## config.mk

```make
export PLATFORM = sky130hd
export DESIGN_NAME = adc_simul_capture
export DESIGN_NICKNAME = d
export VERILOG_FILES = /design/src/rtl/adcc_pkg.sv /design/src/rtl/adcc_sync.sv /design/src/rtl/adcc_sclk_gen.sv /design/src/rtl/adcc_lane_shift.sv /design/src/rtl/adcc_seq.sv /design/src/rtl/adc_simul_capture.sv
export SDC_FILE = /design/constraint.sdc
export NUM_CORES = 1
export LEC_CHECK = 0
export ABC_AREA = 1
export BUFFER_PORTS_ARGS = -buffer_cell sky130_fd_sc_hd__buf_2
export CORE_MARGIN = 1.5
export CORE_UTILIZATION = 40
export DETAILED_ROUTE_END_ITERATION = 7
export PLACE_DENSITY = 0.69
export RECOVER_POWER = 50
export SLEW_MARGIN = 10
export SYNTH_ARGS = -nofsm -noshare
export SYNTH_HDL_FRONTEND = slang
export SYNTH_HIERARCHICAL = 1
export SYNTH_SLANG_ARGS = --single-unit
```

## constraint.sdc

```tcl
create_clock -name clk -period 2.24 [get_ports clk]
set_clock_uncertainty 0.15 [all_clocks]
set_input_delay 0.448 -clock clk [delete_from_list [all_inputs] [get_ports clk]]
set_output_delay 0.448 -clock clk [all_outputs]
set_load 0.01 [all_outputs]
```

## src/rtl/adcc_pkg.sv

```systemverilog
package adcc_pkg;

   typedef enum logic [2:0] {
      ST_IDLE    = 3'd0,
      ST_CONV    = 3'd1,
      ST_BSY_ON  = 3'd2,
      ST_BSY_OFF = 3'd3,
      ST_FS_WAIT = 3'd4,
      ST_LEAD    = 3'd5,
      ST_SHIFT   = 3'd6,
      ST_DONE    = 3'd7
   } adcc_state_e;

   function automatic int unsigned max3(input int unsigned a, input int unsigned b,
                                        input int unsigned c);
      int unsigned m;
      m = (a > b) ? a : b;
      return (m > c) ? m : c;
   endfunction

endpackage

```

## src/rtl/adcc_sync.sv

```systemverilog
module adcc_sync #(
   parameter int STAGES = 2
) (
   input  logic clk,
   input  logic rst_n,
   input  logic d_i,
   output logic q_o
);

   generate
      if (STAGES == 0) begin : g_bypass
         assign q_o = d_i;
      end else if (STAGES == 1) begin : g_one
         logic r_q;
         always_ff @(posedge clk) begin
            if (!rst_n) r_q <= 1'b0;
            else        r_q <= d_i;
         end
         assign q_o = r_q;
      end else begin : g_chain
         logic [STAGES-1:0] r_q;
         always_ff @(posedge clk) begin
            if (!rst_n) r_q <= '0;
            else        r_q <= {r_q[STAGES-2:0], d_i};
         end
         assign q_o = r_q[STAGES-1];
      end
   endgenerate

endmodule

```

## src/rtl/adcc_sclk_gen.sv

```systemverilog
module adcc_sclk_gen #(
   parameter int HALF       = 2,
   parameter int FRAME_BITS = 32
) (
   input  logic clk,
   input  logic rst_n,
   input  logic run_i,
   output logic sclk_o,
   output logic smp_stb_o,
   output logic last_stb_o
);

   localparam int PH_W  = (HALF > 1) ? $clog2(HALF) : 1;
   localparam int BIT_W = $clog2(FRAME_BITS);

   logic [PH_W-1:0]  ph_q;
   logic [BIT_W-1:0] bit_q;
   logic             sclk_q;
   logic             ph_end;

   assign ph_end     = (ph_q == PH_W'(HALF - 1));
   assign smp_stb_o  = run_i && ph_end && sclk_q;
   assign last_stb_o = smp_stb_o && (bit_q == BIT_W'(FRAME_BITS - 1));
   assign sclk_o     = sclk_q;

   always_ff @(posedge clk) begin
      if (!rst_n || !run_i) begin
         ph_q   <= '0;
         bit_q  <= '0;
         sclk_q <= 1'b0;
      end else if (ph_end) begin
         ph_q   <= '0;
         sclk_q <= ~sclk_q;
         if (sclk_q) bit_q <= bit_q + 1'b1;
      end else begin
         ph_q <= ph_q + 1'b1;
      end
   end

endmodule

```

## src/rtl/adcc_lane_shift.sv

```systemverilog
module adcc_lane_shift #(
   parameter int FRAME_BITS = 32
) (
   input  logic                  clk,
   input  logic                  rst_n,
   input  logic                  stb_i,
   input  logic                  din_i,
   output logic [FRAME_BITS-1:0] word_o
);

   logic [FRAME_BITS-1:0] sr_q;

   always_ff @(posedge clk) begin
      if (!rst_n)     sr_q <= '0;
      else if (stb_i) sr_q <= {sr_q[FRAME_BITS-2:0], din_i};
   end

   assign word_o = sr_q;

endmodule

```

## src/rtl/adcc_seq.sv

```systemverilog
module adcc_seq
   import adcc_pkg::*;
#(
   parameter int CONV_PULSE = 4,
   parameter int FS_LEAD    = 2,
   parameter int TIMEOUT    = 512
) (
   input  logic        clk,
   input  logic        rst_n,
   input  logic        tick_i,
   input  logic        busy_i,
   input  logic        fs_i,
   input  logic        last_stb_i,
   output logic        conv_start_o,
   output logic        run_shift_o,
   output logic        done_o,
   output logic        err_o,
   output logic        tick_ign_o
);

   localparam int TMAX  = int'(max3(CONV_PULSE, FS_LEAD, TIMEOUT));
   localparam int TMR_W = $clog2(TMAX + 1);

   adcc_state_e      st_q;
   logic [TMR_W-1:0] tmr_q;
   logic             conv_q;
   logic             err_q;
   logic             tmo_hit;

   assign tmo_hit      = (tmr_q == TMR_W'(TIMEOUT - 1));
   assign conv_start_o = conv_q;
   assign run_shift_o  = (st_q == ST_SHIFT);
   assign done_o       = (st_q == ST_DONE);
   assign err_o        = err_q;
   assign tick_ign_o   = tick_i && (st_q != ST_IDLE);

   always_ff @(posedge clk) begin
      if (!rst_n) begin
         st_q   <= ST_IDLE;
         tmr_q  <= '0;
         conv_q <= 1'b0;
         err_q  <= 1'b0;
      end else begin
         err_q <= 1'b0;
         unique case (st_q)
            ST_IDLE: begin
               if (tick_i) begin
                  st_q   <= ST_CONV;
                  tmr_q  <= '0;
                  conv_q <= 1'b1;
               end
            end
            ST_CONV: begin
               if (tmr_q == TMR_W'(CONV_PULSE - 1)) begin
                  conv_q <= 1'b0;
                  st_q   <= ST_BSY_ON;
                  tmr_q  <= '0;
               end else begin
                  tmr_q <= tmr_q + 1'b1;
               end
            end
            ST_BSY_ON: begin
               if (busy_i) begin
                  st_q  <= ST_BSY_OFF;
                  tmr_q <= '0;
               end else if (tmo_hit) begin
                  st_q  <= ST_IDLE;
                  err_q <= 1'b1;
               end else begin
                  tmr_q <= tmr_q + 1'b1;
               end
            end
            ST_BSY_OFF: begin
               if (!busy_i) begin
                  st_q  <= ST_FS_WAIT;
                  tmr_q <= '0;
               end else if (tmo_hit) begin
                  st_q  <= ST_IDLE;
                  err_q <= 1'b1;
               end else begin
                  tmr_q <= tmr_q + 1'b1;
               end
            end
            ST_FS_WAIT: begin
               if (fs_i) begin
                  st_q  <= ST_LEAD;
                  tmr_q <= '0;
               end else if (tmo_hit) begin
                  st_q  <= ST_IDLE;
                  err_q <= 1'b1;
               end else begin
                  tmr_q <= tmr_q + 1'b1;
               end
            end
            ST_LEAD: begin
               if (tmr_q == TMR_W'(FS_LEAD - 1)) begin
                  st_q  <= ST_SHIFT;
                  tmr_q <= '0;
               end else begin
                  tmr_q <= tmr_q + 1'b1;
               end
            end
            ST_SHIFT: begin
               if (last_stb_i) st_q <= ST_DONE;
            end
            ST_DONE: begin
               st_q <= ST_IDLE;
            end
            default: st_q <= ST_IDLE;
         endcase
      end
   end

endmodule

```

## src/rtl/adc_simul_capture.sv

```systemverilog
module adc_simul_capture #(
   parameter int LANES        = 4,
   parameter int CH_PER_LANE  = 2,
   parameter int SAMPLE_W     = 16,
   parameter int SCLK_HALF    = 2,
   parameter int CONV_PULSE   = 4,
   parameter int FS_LEAD      = 2,
   parameter int TIMEOUT      = 512,
   parameter int SYNC_STAGES  = 2,
   parameter int OVR_W        = 8,
   parameter bit OVR_SATURATE = 1'b1,
   localparam int CHANNELS    = LANES * CH_PER_LANE
) (
   input  logic                         clk,
   input  logic                         rst_n,
   input  logic                         sample_tick,
   output logic                         conv_start,
   input  logic                         conv_busy,
   input  logic                         frame_sync,
   output logic                         sclk,
   input  logic [LANES-1:0]             sdata,
   output logic [CHANNELS*SAMPLE_W-1:0] samples,
   output logic                         sample_valid,
   output logic                         timeout_err,
   output logic [OVR_W-1:0]             overrun_cnt
);

   localparam int FRAME_BITS = CH_PER_LANE * SAMPLE_W;

   initial begin : p_param_chk
      assert (SCLK_HALF >= 1)  else $error("SCLK_HALF must be at least 1");
      assert (CONV_PULSE >= 1) else $error("CONV_PULSE must be at least 1");
      assert (FS_LEAD >= 1)    else $error("FS_LEAD must be at least 1");
      assert (TIMEOUT >= 2)    else $error("TIMEOUT must be at least 2");
      assert (FRAME_BITS >= 2) else $error("frame must hold at least two bits");
      assert (OVR_W >= 1)      else $error("OVR_W must be at least 1");
   end

   logic busy_s, fs_s;
   logic run_shift, smp_stb, last_stb;
   logic done, tick_ign;
   logic valid_q;
   logic [OVR_W-1:0] ovr_q;

   adcc_sync #(.STAGES(SYNC_STAGES)) u_sync_busy (
      .clk(clk), .rst_n(rst_n), .d_i(conv_busy), .q_o(busy_s)
   );

   adcc_sync #(.STAGES(SYNC_STAGES)) u_sync_fs (
      .clk(clk), .rst_n(rst_n), .d_i(frame_sync), .q_o(fs_s)
   );

   adcc_seq #(
      .CONV_PULSE(CONV_PULSE),
      .FS_LEAD   (FS_LEAD),
      .TIMEOUT   (TIMEOUT)
   ) u_seq (
      .clk         (clk),
      .rst_n       (rst_n),
      .tick_i      (sample_tick),
      .busy_i      (busy_s),
      .fs_i        (fs_s),
      .last_stb_i  (last_stb),
      .conv_start_o(conv_start),
      .run_shift_o (run_shift),
      .done_o      (done),
      .err_o       (timeout_err),
      .tick_ign_o  (tick_ign)
   );

   adcc_sclk_gen #(
      .HALF      (SCLK_HALF),
      .FRAME_BITS(FRAME_BITS)
   ) u_sclk (
      .clk       (clk),
      .rst_n     (rst_n),
      .run_i     (run_shift),
      .sclk_o    (sclk),
      .smp_stb_o (smp_stb),
      .last_stb_o(last_stb)
   );

   generate
      for (genvar k = 0; k < LANES; k++) begin : g_lane
         logic [FRAME_BITS-1:0] word;

         adcc_lane_shift #(.FRAME_BITS(FRAME_BITS)) u_shift (
            .clk   (clk),
            .rst_n (rst_n),
            .stb_i (smp_stb),
            .din_i (sdata[k]),
            .word_o(word)
         );

         for (genvar j = 0; j < CH_PER_LANE; j++) begin : g_ch
            logic [SAMPLE_W-1:0] ch_q;
            always_ff @(posedge clk) begin
               if (!rst_n)    ch_q <= '0;
               else if (done) ch_q <= word[FRAME_BITS-1-j*SAMPLE_W -: SAMPLE_W];
            end
            assign samples[(k*CH_PER_LANE+j)*SAMPLE_W +: SAMPLE_W] = ch_q;
         end
      end
   endgenerate

   always_ff @(posedge clk) begin
      if (!rst_n) valid_q <= 1'b0;
      else        valid_q <= done;
   end
   assign sample_valid = valid_q;

   generate
      if (OVR_SATURATE) begin : g_ovr_sat
         always_ff @(posedge clk) begin
            if (!rst_n)                       ovr_q <= '0;
            else if (tick_ign && ovr_q != '1) ovr_q <= ovr_q + 1'b1;
         end
      end else begin : g_ovr_wrap
         always_ff @(posedge clk) begin
            if (!rst_n)        ovr_q <= '0;
            else if (tick_ign) ovr_q <= ovr_q + 1'b1;
         end
      end
   endgenerate
   assign overrun_cnt = ovr_q;

endmodule

```

# Word-level counts from Yosys, hierarchy flattened

Index checks and enable logic that the tools add are counted.
W data, S select, Z words.

Reduce and logical (&&, ||, !) cells: 17
Equal/unequal tests: 16
Bitwise operators: 1
Add/sub/neg operators: 4
Muxes and demuxes: 25

Operators with widths:

| cell                    | number |
|---|---|
| $mux W10                | 7 |
| $pmux W10 S6            | 1 |
| $mux W3                 | 8 |
| $pmux W3 S8             | 1 |
| $eq A3 B3 Y1 const B    | 4 |
| $add A10 B1 Y10 const B | 1 |
| $eq A10 B1 Y1 const B   | 1 |
| $eq A10 B2 Y1 const B   | 1 |
| $eq A10 B9 Y1 const B   | 1 |
| $add A8 B1 Y8 const B   | 1 |
| $ne A8 B8 Y1 const B    | 1 |
| $eq A3 B2 Y1 const B    | 2 |
| $mux W1                 | 6 |
| $reduce_bool A6 Y1      | 1 |
| $add A5 B1 Y5 const B   | 1 |
| $eq A5 B5 Y1 const B    | 1 |
| $logic_and A1 B1 Y1     | 5 |
| $ne A2 B1 Y1 const B    | 2 |
| $ne A2 B2 Y1 const B    | 2 |
| $reduce_and A2 Y1       | 2 |
| $reduce_and A4 Y1       | 1 |
| $eq A3 B1 Y1 const B    | 1 |
| $logic_not A3 Y1        | 1 |
| $pmux W1 S3             | 1 |
| 9 further kinds         | 10 |

Logic and storage cells: 86
Bits in registers: 291
Input bits: 9

# Longest topological paths before layout

Gate-level depths: netlist of the first run.

Depth after elaboration: 6
Depth in mapped cells: 12
Mapped depth without buffers: 12

# Hierarchy

Netlist of the first run, hierarchy kept.

By module, submodules not included:

| module            | area each (um^2) | times used | cells each | seq. area each (um^2) |
|---|---|---|---|---|
| adcc_lane_shift   | 1335.0           | 4          | 202        | 640.6 |
| adc_simul_capture | 5331.4           | 1          | 631        | 2742.6 |
| adcc_seq          | 1083.5           | 1          | 166        | 300.3 |
| adcc_sclk_gen     | 341.6            | 1          | 41         | 140.1 |
| adcc_sync         | 55.1             | 2          | 6          | 40.0 |

# Least setup slack after synthesis of the first run

OpenSTA, ideal clock, no wires.

Kind: flip-flop to flip-flop
From: register u_seq.st_q[2]
To: register g_lane[0].u_shift.sr_q[28]
Slack: 0.500 ns
Path buffers: 2
Stages on the path, launching flop included: 10
Arrival time: 1.478 ns
Setup time: 0.113 ns
Period minus slack after synthesis: 1.740 ns
Cell sequence: dfxtp_1 nand2_2 nor2_2 inv_1 nor2_1 buf_6 buf_6 nand2_1 nand2_1 nor2_1

Longest elaborated chain between the ends: 3

Ends and longest elaborated chain:

| what                             | RTL line                | text |
|---|---|---|
| start: declaration               | adcc_seq.sv:24          | `adcc_state_e st_q;` |
| start signal: assignment         | adcc_seq.sv:39          | `st_q <= ST_IDLE;` |
| start signal: assignment         | adcc_seq.sv:48          | `st_q <= ST_CONV;` |
| start signal: assignment         | adcc_seq.sv:56          | `st_q <= ST_BSY_ON;` |
| $eq A3 B3 Y1                     | adcc_seq.sv:32          | `assign run_shift_o = (st_q == ST_SHIFT);` |
| named net run_shift              | adc_simul_capture.sv:40 | `logic run_shift, smp_stb, last_stb;` |
| $logic_and A1 B1 Y1 (2 in a row) | adcc_sclk_gen.sv:22     | `assign smp_stb_o = run_i && ph_end && sclk_q;` |
| named net smp_stb                | adc_simul_capture.sv:40 |  |
| end signal: assignment           | adcc_lane_shift.sv:15   | `else if (stb_i) sr_q <= {sr_q[FRAME_BITS-2:0], din_i};` |
| end: declaration                 | adcc_lane_shift.sv:11   | `logic [FRAME_BITS-1:0] sr_q;` |

The timed path passes the listed nets, and every way through them passes these cells.
A chain may end at the register's enable or synchronous reset.

# Worst setup path after layout of the first run

From: register u_seq.st_q[2]
To: register g_lane[1].u_shift.sr_q[13]

Longest elaborated chain between the ends: 3

Ends and longest elaborated chain:

| what                             | RTL line |
|---|---|
| $eq A3 B3 Y1                     | adcc_seq.sv:32 |
| named net run_shift              | adc_simul_capture.sv:40 |
| $logic_and A1 B1 Y1 (2 in a row) | adcc_sclk_gen.sv:22 |
| named net smp_stb                | adc_simul_capture.sv:40 |
| end signal: assignment           | adcc_lane_shift.sv:15 |
| end: declaration                 | adcc_lane_shift.sv:11 |

The timed path passes the listed nets, and every way through them passes these cells.

==> impl_metrics.tcl, run 1 <==
set metrics [dict create \
    cp-start-kind "register" \
    root_buffer "clkbuf_16" \
    cts_buffers 31 \
    path_cells "nand2_2 > nor2_2 > inv_1 > nor2_4 > buf_12 > buf_12 > nand2_1 > nand2_1 > nor2_1" \
    p_leak_nw 5.70 \
    port_buffers 148 \
    initial_core_util 0.409 \
    post-route-util 0.461 \
    max_freq_mhz 512 \
    hold_path.class "in -> reg" \
    setup_viol 0 \
    ios 149 \
    synth-edff-count 0 \
    tns_ns 0 \
    busiest_layer "met2" \
    crit_cells 9 \
    grt_pass1_vias 8774 \
    htree_levels 1 \
    grtUsageTotal 0.156 \
    hold_depth 5 \
    pwr-share-comb 0.041 \
    synth_cells 1658 \
    cts_buffer_depth 3 \
    netlist_area_sq_um 12200 \
    finalCritPeriodShare 0.873 \
    criticalPathCategory "reg -> reg" \
    hold_violations 0 \
    yosysMostFrequentCell "nor2_1" \
    viasPerCell 4.47 \
    wirelength_um 24800 \
    final_cells 2187 \
    crit_buf_inv 3 \
    antenna_found_initial 0 \
    dieArea_sq_um 31600 \
    grt_max_degree 90 \
    dieHeight_um 178 \
    max_stage_delay_ns 0.43 \
    synth_cell_types 41 \
    slowest_stage "dfxtp_1" \
    clk_pin_slew_ns 0.06 \
    ys_ff_latch 291 \
    dpl.hpwl_um 16000 \
    async_reset_ff_frac 0 \
    dp_slack_ns 0.309 \
    synthesis.nets 1672 \
    synthToLayoutAreaGrowth_pct 12.9 \
    coreArea_sq_um 29900 \
    finalMaxSlewViolations 0 \
    cap_violations 0 \
    use_met1 0.205 \
    relSlewSlack 0.647 \
    power.share.sequential 0.493 \
    design_area_sq_um 13800 \
    fp-row-count 63 \
    p_per_area_nw_per_um2 772 \
    crit_family "simple AND/OR/NAND/NOR gates" \
    synth_common_cells "nor2_1 (449), nand2_1 (324), dfxtp_1 (291)" \
    yosysTopAreaCellShare 0.477 \
    finalHoldWorstSlack_ns 0.0513 \
    antenna_cells 0 \
    switching_share 0.219 \
    ys.flop_type "dfxtp_1" \
    reg2regPathDepth 9 \
    vdd_ir_drop_max_v 0.000585 \
    gp_congestion 0.854 \
    setup_slack_ns 0.285 \
    end_kind "register" \
    rsz0062_at_grt "false" \
    cts.sinks 291 \
    gr-usage-met3 0.0281 \
    placedCellCount 2129 \
    drc 0 \
    yosysSeqAreaShare 0.477 \
    crit_fanout 45 \
    dr.first_iter.drc_count 605 \
    grt_pass1_wl_um 41400 \
    synth_largest_area_cell "dfxtp_1" \
    p_clk_frac 0.465 \
    grt_use_met2 0.259 \
    status "finished, final reports clean" \
    wl_per_cell_um 11.3 \
    die_w_um 178 \
    dpl_cell_area_sq_um 13000 \
    postSynthAreaPerCell_sq_um 7.36 \
    ant_nets 0 \
    vias 9777 \
    nets 1789 \
    p_int_mw 8.30 \
    dr.pass1.iters 5 \
    ys_warn_count 6 \
    grt_overflow 0 \
    fill_cells 3055 \
    arrival_ns 2.24 \
    clk_latency_ns 0.54 \
    fin_crit_ns 1.95 \
    post_cts_buffers 0 \
    crit_required_ns 2.53 \
    worst_pin_slew_ns 0.530 \
    power.switching_mw 2.33 \
    finalPower_mw 10.6 \
    cts_tree "yes" \
    drive_gt1_frac 0.119 \
    synthTopCellsByArea "dfxtp_1 (48%), nor2_1 (14%), nand2_1 (10%)" \
]
-- metal layers --
metal,routed length [um],vias up
met5,0,-
met4,511,0
met2,11300,142
li1,-,5228
met3,1180,39
met1,11800,4368
-- tightest hold or removal path, stage by stage --
cell and delay [ns]:
buf_2 0.08, inv_1 0.03, nand2_1 0.04, nand2_1 0.04
nor2_1 0.07
-- power groups by stage --
stage          clock, mW  combinational, mW  sequential, mW
6_report            4.95              0.439            5.24
5_1_grt             5.32              0.499            5.25
4_1_cts             5.13              0.448            5.24
3_5_place_dp           0              0.443            5.36
3_3_place_gp           0              0.437            5.36
2_1_floorplan          0              0.348            5.35
-- cells in the final DEF (no fill, tap or decap), drive strengths merged --
cell	instances
nor2	561
nand2	336
dfxtp	291
clkbuf	182
inv	171
o21ai	138
nand3	26
buf	26
a21oi	22
clkinv	14
nand4	5
ha	5
bufinv	3
dlygate4sd3	3
a31oi	2
nor3b	2
nor3	2
nand3b	2
a21o	1
xnor2	1
o21bai	1
a22oi	1
a41oi	1
xor2	1
-- logic make-up after synthesis --
family / after synthesis / synth area share
fa+ha+maj: 5 / 0.00513
xor+xnor: 2 / 0.00144
flops: 291 / 0.477
buf+inv: 260 / 0.120
simple gates: 934 / 0.325
compound gates: 166 / 0.0713
-- area by class of cell --
cell class	instances	area, sq um	area share
Tap cell	390	488	0.0354
Clock inverter	13	144	0.0104
Clock buffer	42	837	0.0607
Timing Repair Buffer	169	891	0.0647
Inverter	175	668	0.0485
Multi-Input combinational cell	1107	4930	0.357
Sequential cell	291	5830	0.423
-- what timing repair did --
action / 4_1_cts / 5_1_grt
gates resized for setup: 0 / 0
hold buffers: 3 / 0
hold endpoints to repair: 3 / 0
-- final timing paths --
check / from / to / slack [ns]
setup / recovery: u_seq/st_q[2] / g_lane[1].u_shift/word_o[13] / 0.29
hold reg to reg: u_sync_busy/g_chain.r_q[0] / u_sync_busy/g_chain.r_q[1] / 0.27
setup reg to reg: u_seq/st_q[2] / g_lane[1].u_shift/word_o[13] / 0.29
hold / removal: sdata[3] / g_lane[3].u_shift/word_o[0] / 0.05
-- registers in the layout, summed over array words and instances (netlist names) --
| name | count |
|---|---|
| g_lane.g_ch.ch_q | 128 |
| g_lane.u_shift/word_o | 128 |
| u_seq/tmr_q | 10 |
| overrun_cnt | 8 |
| u_sclk/bit_q | 5 |
| u_seq/st_q | 3 |
| u_sync_busy/g_chain.r_q | 2 |
| u_sync_fs/g_chain.r_q | 2 |
| sample_valid | 1 |
| u_sclk/ph_end | 1 |
| u_sclk/sclk_o | 1 |
| u_seq/conv_start_o | 1 |
| u_seq/err_o | 1 |
Note: power is estimated with default switching activity, not from simulation.
==> run 2: changes to the inputs <==
--- a/config.mk
+++ b/config.mk
@@ -5,12 +5,12 @@
 export SDC_FILE = /design/constraint.sdc
 export NUM_CORES = 1
 export LEC_CHECK = 0
-export ABC_AREA = 1
+export ABC_AREA = 0
 export BUFFER_PORTS_ARGS = -buffer_cell sky130_fd_sc_hd__buf_2
 export CORE_MARGIN = 1.5
 export CORE_UTILIZATION = 40
 export DETAILED_ROUTE_END_ITERATION = 7
-export PLACE_DENSITY = 0.69
+export PLACE_DENSITY = 0.7
 export RECOVER_POWER = 50
 export SLEW_MARGIN = 10
 export SYNTH_ARGS = -nofsm -noshare
==> run 2 against run 1 <==
Effect of this change: wire length shrank 12%; sequential cell count is the same; first-iteration DRC count shrank 40%; power grew 7.4%; via count shrank 23%; sequential power grew 2%; fmax shrank 3.0%; final area shrank 3.8%; clock power grew 6.1%; highest routed layer unchanged; largest power group unchanged; hold slack lost 0.018 ns.
==> impl_metrics.tcl, run 2 <==
set metrics [dict create \
    initial_core_util 0.407 \
    vdd_ir_drop_max_v 0.000482 \
    yosysMostFrequentCell "dfxtp_1" \
    antenna_cells 0 \
    final_cell_mix "dfxtp_1 (290), mux2i_1 (259), clkbuf_1 (145), nor2_1 (137), nor2b_1 (129)" \
    cts_buffers 30 \
    synthToLayoutAreaGrowth_pct 17.3 \
    antenna_found_initial 0 \
    power.share.sequential 0.467 \
    drc 0 \
    hold_violations 0 \
    root_buffer "clkbuf_16" \
    p_clk_frac 0.459 \
    synth_cell_types 62 \
    tns_ns 0 \
    drive_gt1_frac 0.0858 \
    setup_viol 0 \
    netlist_area_sq_um 11300 \
    grt_pass1_wl_um 36000 \
    p_int_mw 8.86 \
    post_cts_buffers 0 \
    clk_latency_ns 0.53 \
    port_buffers 148 \
    arrival_ns 2.34 \
    rsz0062_at_grt "false" \
    ant_nets 0 \
    switching_share 0.224 \
    fp-row-count 61 \
    cts.sinks 291 \
    max_freq_mhz 496 \
    synth-edff-count 0 \
    dpl.hpwl_um 14000 \
    fill_cells 2650 \
    gp_congestion 0.819 \
    max_stage_delay_ns 0.39 \
    finalMaxSlewViolations 0 \
    synthTopCellsByArea "dfxtp_1 (52%), mux2i_1 (23%), nor2b_1 (7.1%)" \
    viasPerCell 4.74 \
    dr.first_iter.drc_count 361 \
    grt_max_degree 46 \
    p_leak_nw 4.27 \
    relSlewSlack 0.706 \
    finalPower_mw 11.4 \
    htree_levels 1 \
    grt_pass1_vias 7222 \
    dieArea_sq_um 29300 \
    crit_required_ns 2.57 \
    grt_overflow 0 \
    finalCritPeriodShare 0.899 \
    coreArea_sq_um 27800 \
    yosysSeqAreaShare 0.516 \
    status "finished, final reports clean" \
    pwr-share-comb 0.074 \
    ios 149 \
    end_kind "register" \
    synth_cells 1034 \
    cts_buffer_depth 3 \
    crit_family "compound AO/OA/AOI/OAI gates" \
    post-route-util 0.477 \
    postSynthAreaPerCell_sq_um 10.9 \
    fin_crit_ns 2.01 \
    nets 1191 \
    synth_largest_area_cell "dfxtp_1" \
    dieHeight_um 171 \
    dpl_cell_area_sq_um 12300 \
    wl_per_cell_um 13.8 \
    power.switching_mw 2.56 \
    crit_fanout 10 \
    design_area_sq_um 13300 \
    async_reset_ff_frac 0 \
    synth_common_cells "dfxtp_1 (291), mux2i_1 (259), nor2_1 (137)" \
    hold_path.class "in -> reg" \
    ys.flop_type "dfxtp_1" \
    worst_pin_slew_ns 0.436 \
    final_common_cell "dfxtp_1" \
    cap_violations 0 \
    die_w_um 171 \
    cp-start-kind "register" \
    p_per_area_nw_per_um2 862 \
    ys_ff_latch 291 \
    synthesis.nets 1048 \
    grtUsageTotal 0.148 \
    vias 7486 \
    yosysTopAreaCellShare 0.516 \
    cts_tree "yes" \
    slowest_stage "dfxtp_1" \
    wirelength_um 21700 \
    path_cells "inv_1 > ha_1 > mux2_2 > a31oi_2 > nor2_4 > and4b_1 > o221a_1" \
    r2r_slack_ns 0.23 \
    criticalPathCategory "reg -> reg" \
    ys_warn_count 6 \
    dr.pass1.iters 4 \
    crit_buf_inv 1 \
    clk_pin_slew_ns 0.06 \
]
## run 2: changes by cell type in the layout (fill, tap and decap cells not counted), moves of 7 or more
cell and delta:
nor2_1 -312, nand2_1 -307, mux2i_1 +259, inv_1 -158, nor2b_1 +129, o21ai_0 -115, nor2_2 -105, nand3_1 -14
o21ai_1 -12, a21oi_1 -9, buf_4 +8, inv_2 -7
## run 2: worst paths after layout
check / from / to / depth (start not counted)
setup / recovery: u_seq/tmr_q[1] / u_seq/tmr_q[6] / 7
hold / removal: sdata[3] / g_lane[3].u_shift/word_o[0] / 3
hold reg to reg: u_sync_fs/g_chain.r_q[0] / u_sync_fs/g_chain.r_q[1] / 1
setup reg to reg: u_seq/tmr_q[1] / u_seq/tmr_q[6] / 7
## run 2: per-stage QoR
stage | std cells | setup WS (ns) | hold slack (ns)
after detailed placement | 1520 | 0.157 | 0.269
after floorplan | 1034 | 0.0838 | 0.262
after CTS | 1579 | 0.150 | 0.0115
final | 1579 | 0.226 | 0.0335
after global placement | 1520 | 0.216 | 0.268
after global routing | 1579 | 0.0444 | 0.0583
## run 2: power groups by stage
| stage | Combinational, mW | Sequential, mW | Clock, mW |
|---|---|---|---|
| floorplan | 0.645 | 5.41 | 0 |
| global placement | 0.846 | 5.44 | 0 |
| detailed placement | 0.847 | 5.44 | 0 |
| CTS | 0.857 | 5.33 | 5.40 |
| global route | 0.931 | 5.35 | 5.64 |
| finish | 0.839 | 5.33 | 5.25 |
## run 2: kinds of logic after synthesis
logic type / share of synthesized area
AO/OA/AOI/OAI: 0.0368
XOR/XNOR: 0.00310
adder cells (fa/ha/maj): 0.00554
buffers and inverters: 0.0481
flip-flops: 0.516
multiplexers: 0.231
AND/OR/NAND/NOR: 0.160
## run 2: routing by layer
metal	GRT usage	wire length, um	share of wire	vias to the layer above
met3	0.0342	1140	0.052	26
li1	-	-	-	3805
met1	0.195	10400	0.48	3519
met4	0.0370	312	0.014	0
met2	0.244	9940	0.46	136
met5	0	0	0	-
## run 2: area by class of cell
| cell class | count | area (sq um) | share of cell area |
|---|---|---|---|
| repair buffers | 176 | 915 | 0.0690 |
| well taps | 378 | 473 | 0.0357 |
| clock inverters | 13 | 178 | 0.0134 |
| multi-input cells | 673 | 4940 | 0.373 |
| flip-flops and latches | 291 | 5830 | 0.440 |
| clock buffers | 43 | 901 | 0.0680 |
| inverters | 5 | 21.3 | 0.00161 |
## run 2: worst min-delay path, stage by stage
cell and delay (ns):
buf_2 0.08, mux2i_1 0.06, nor2b_1 0.10
## run 2: timing repair
action	4_1_cts	5_1_grt
hold buffers	3	0
hold endpoints to repair	3	0
resized for setup	0	4
setup endpoints to repair	0	2
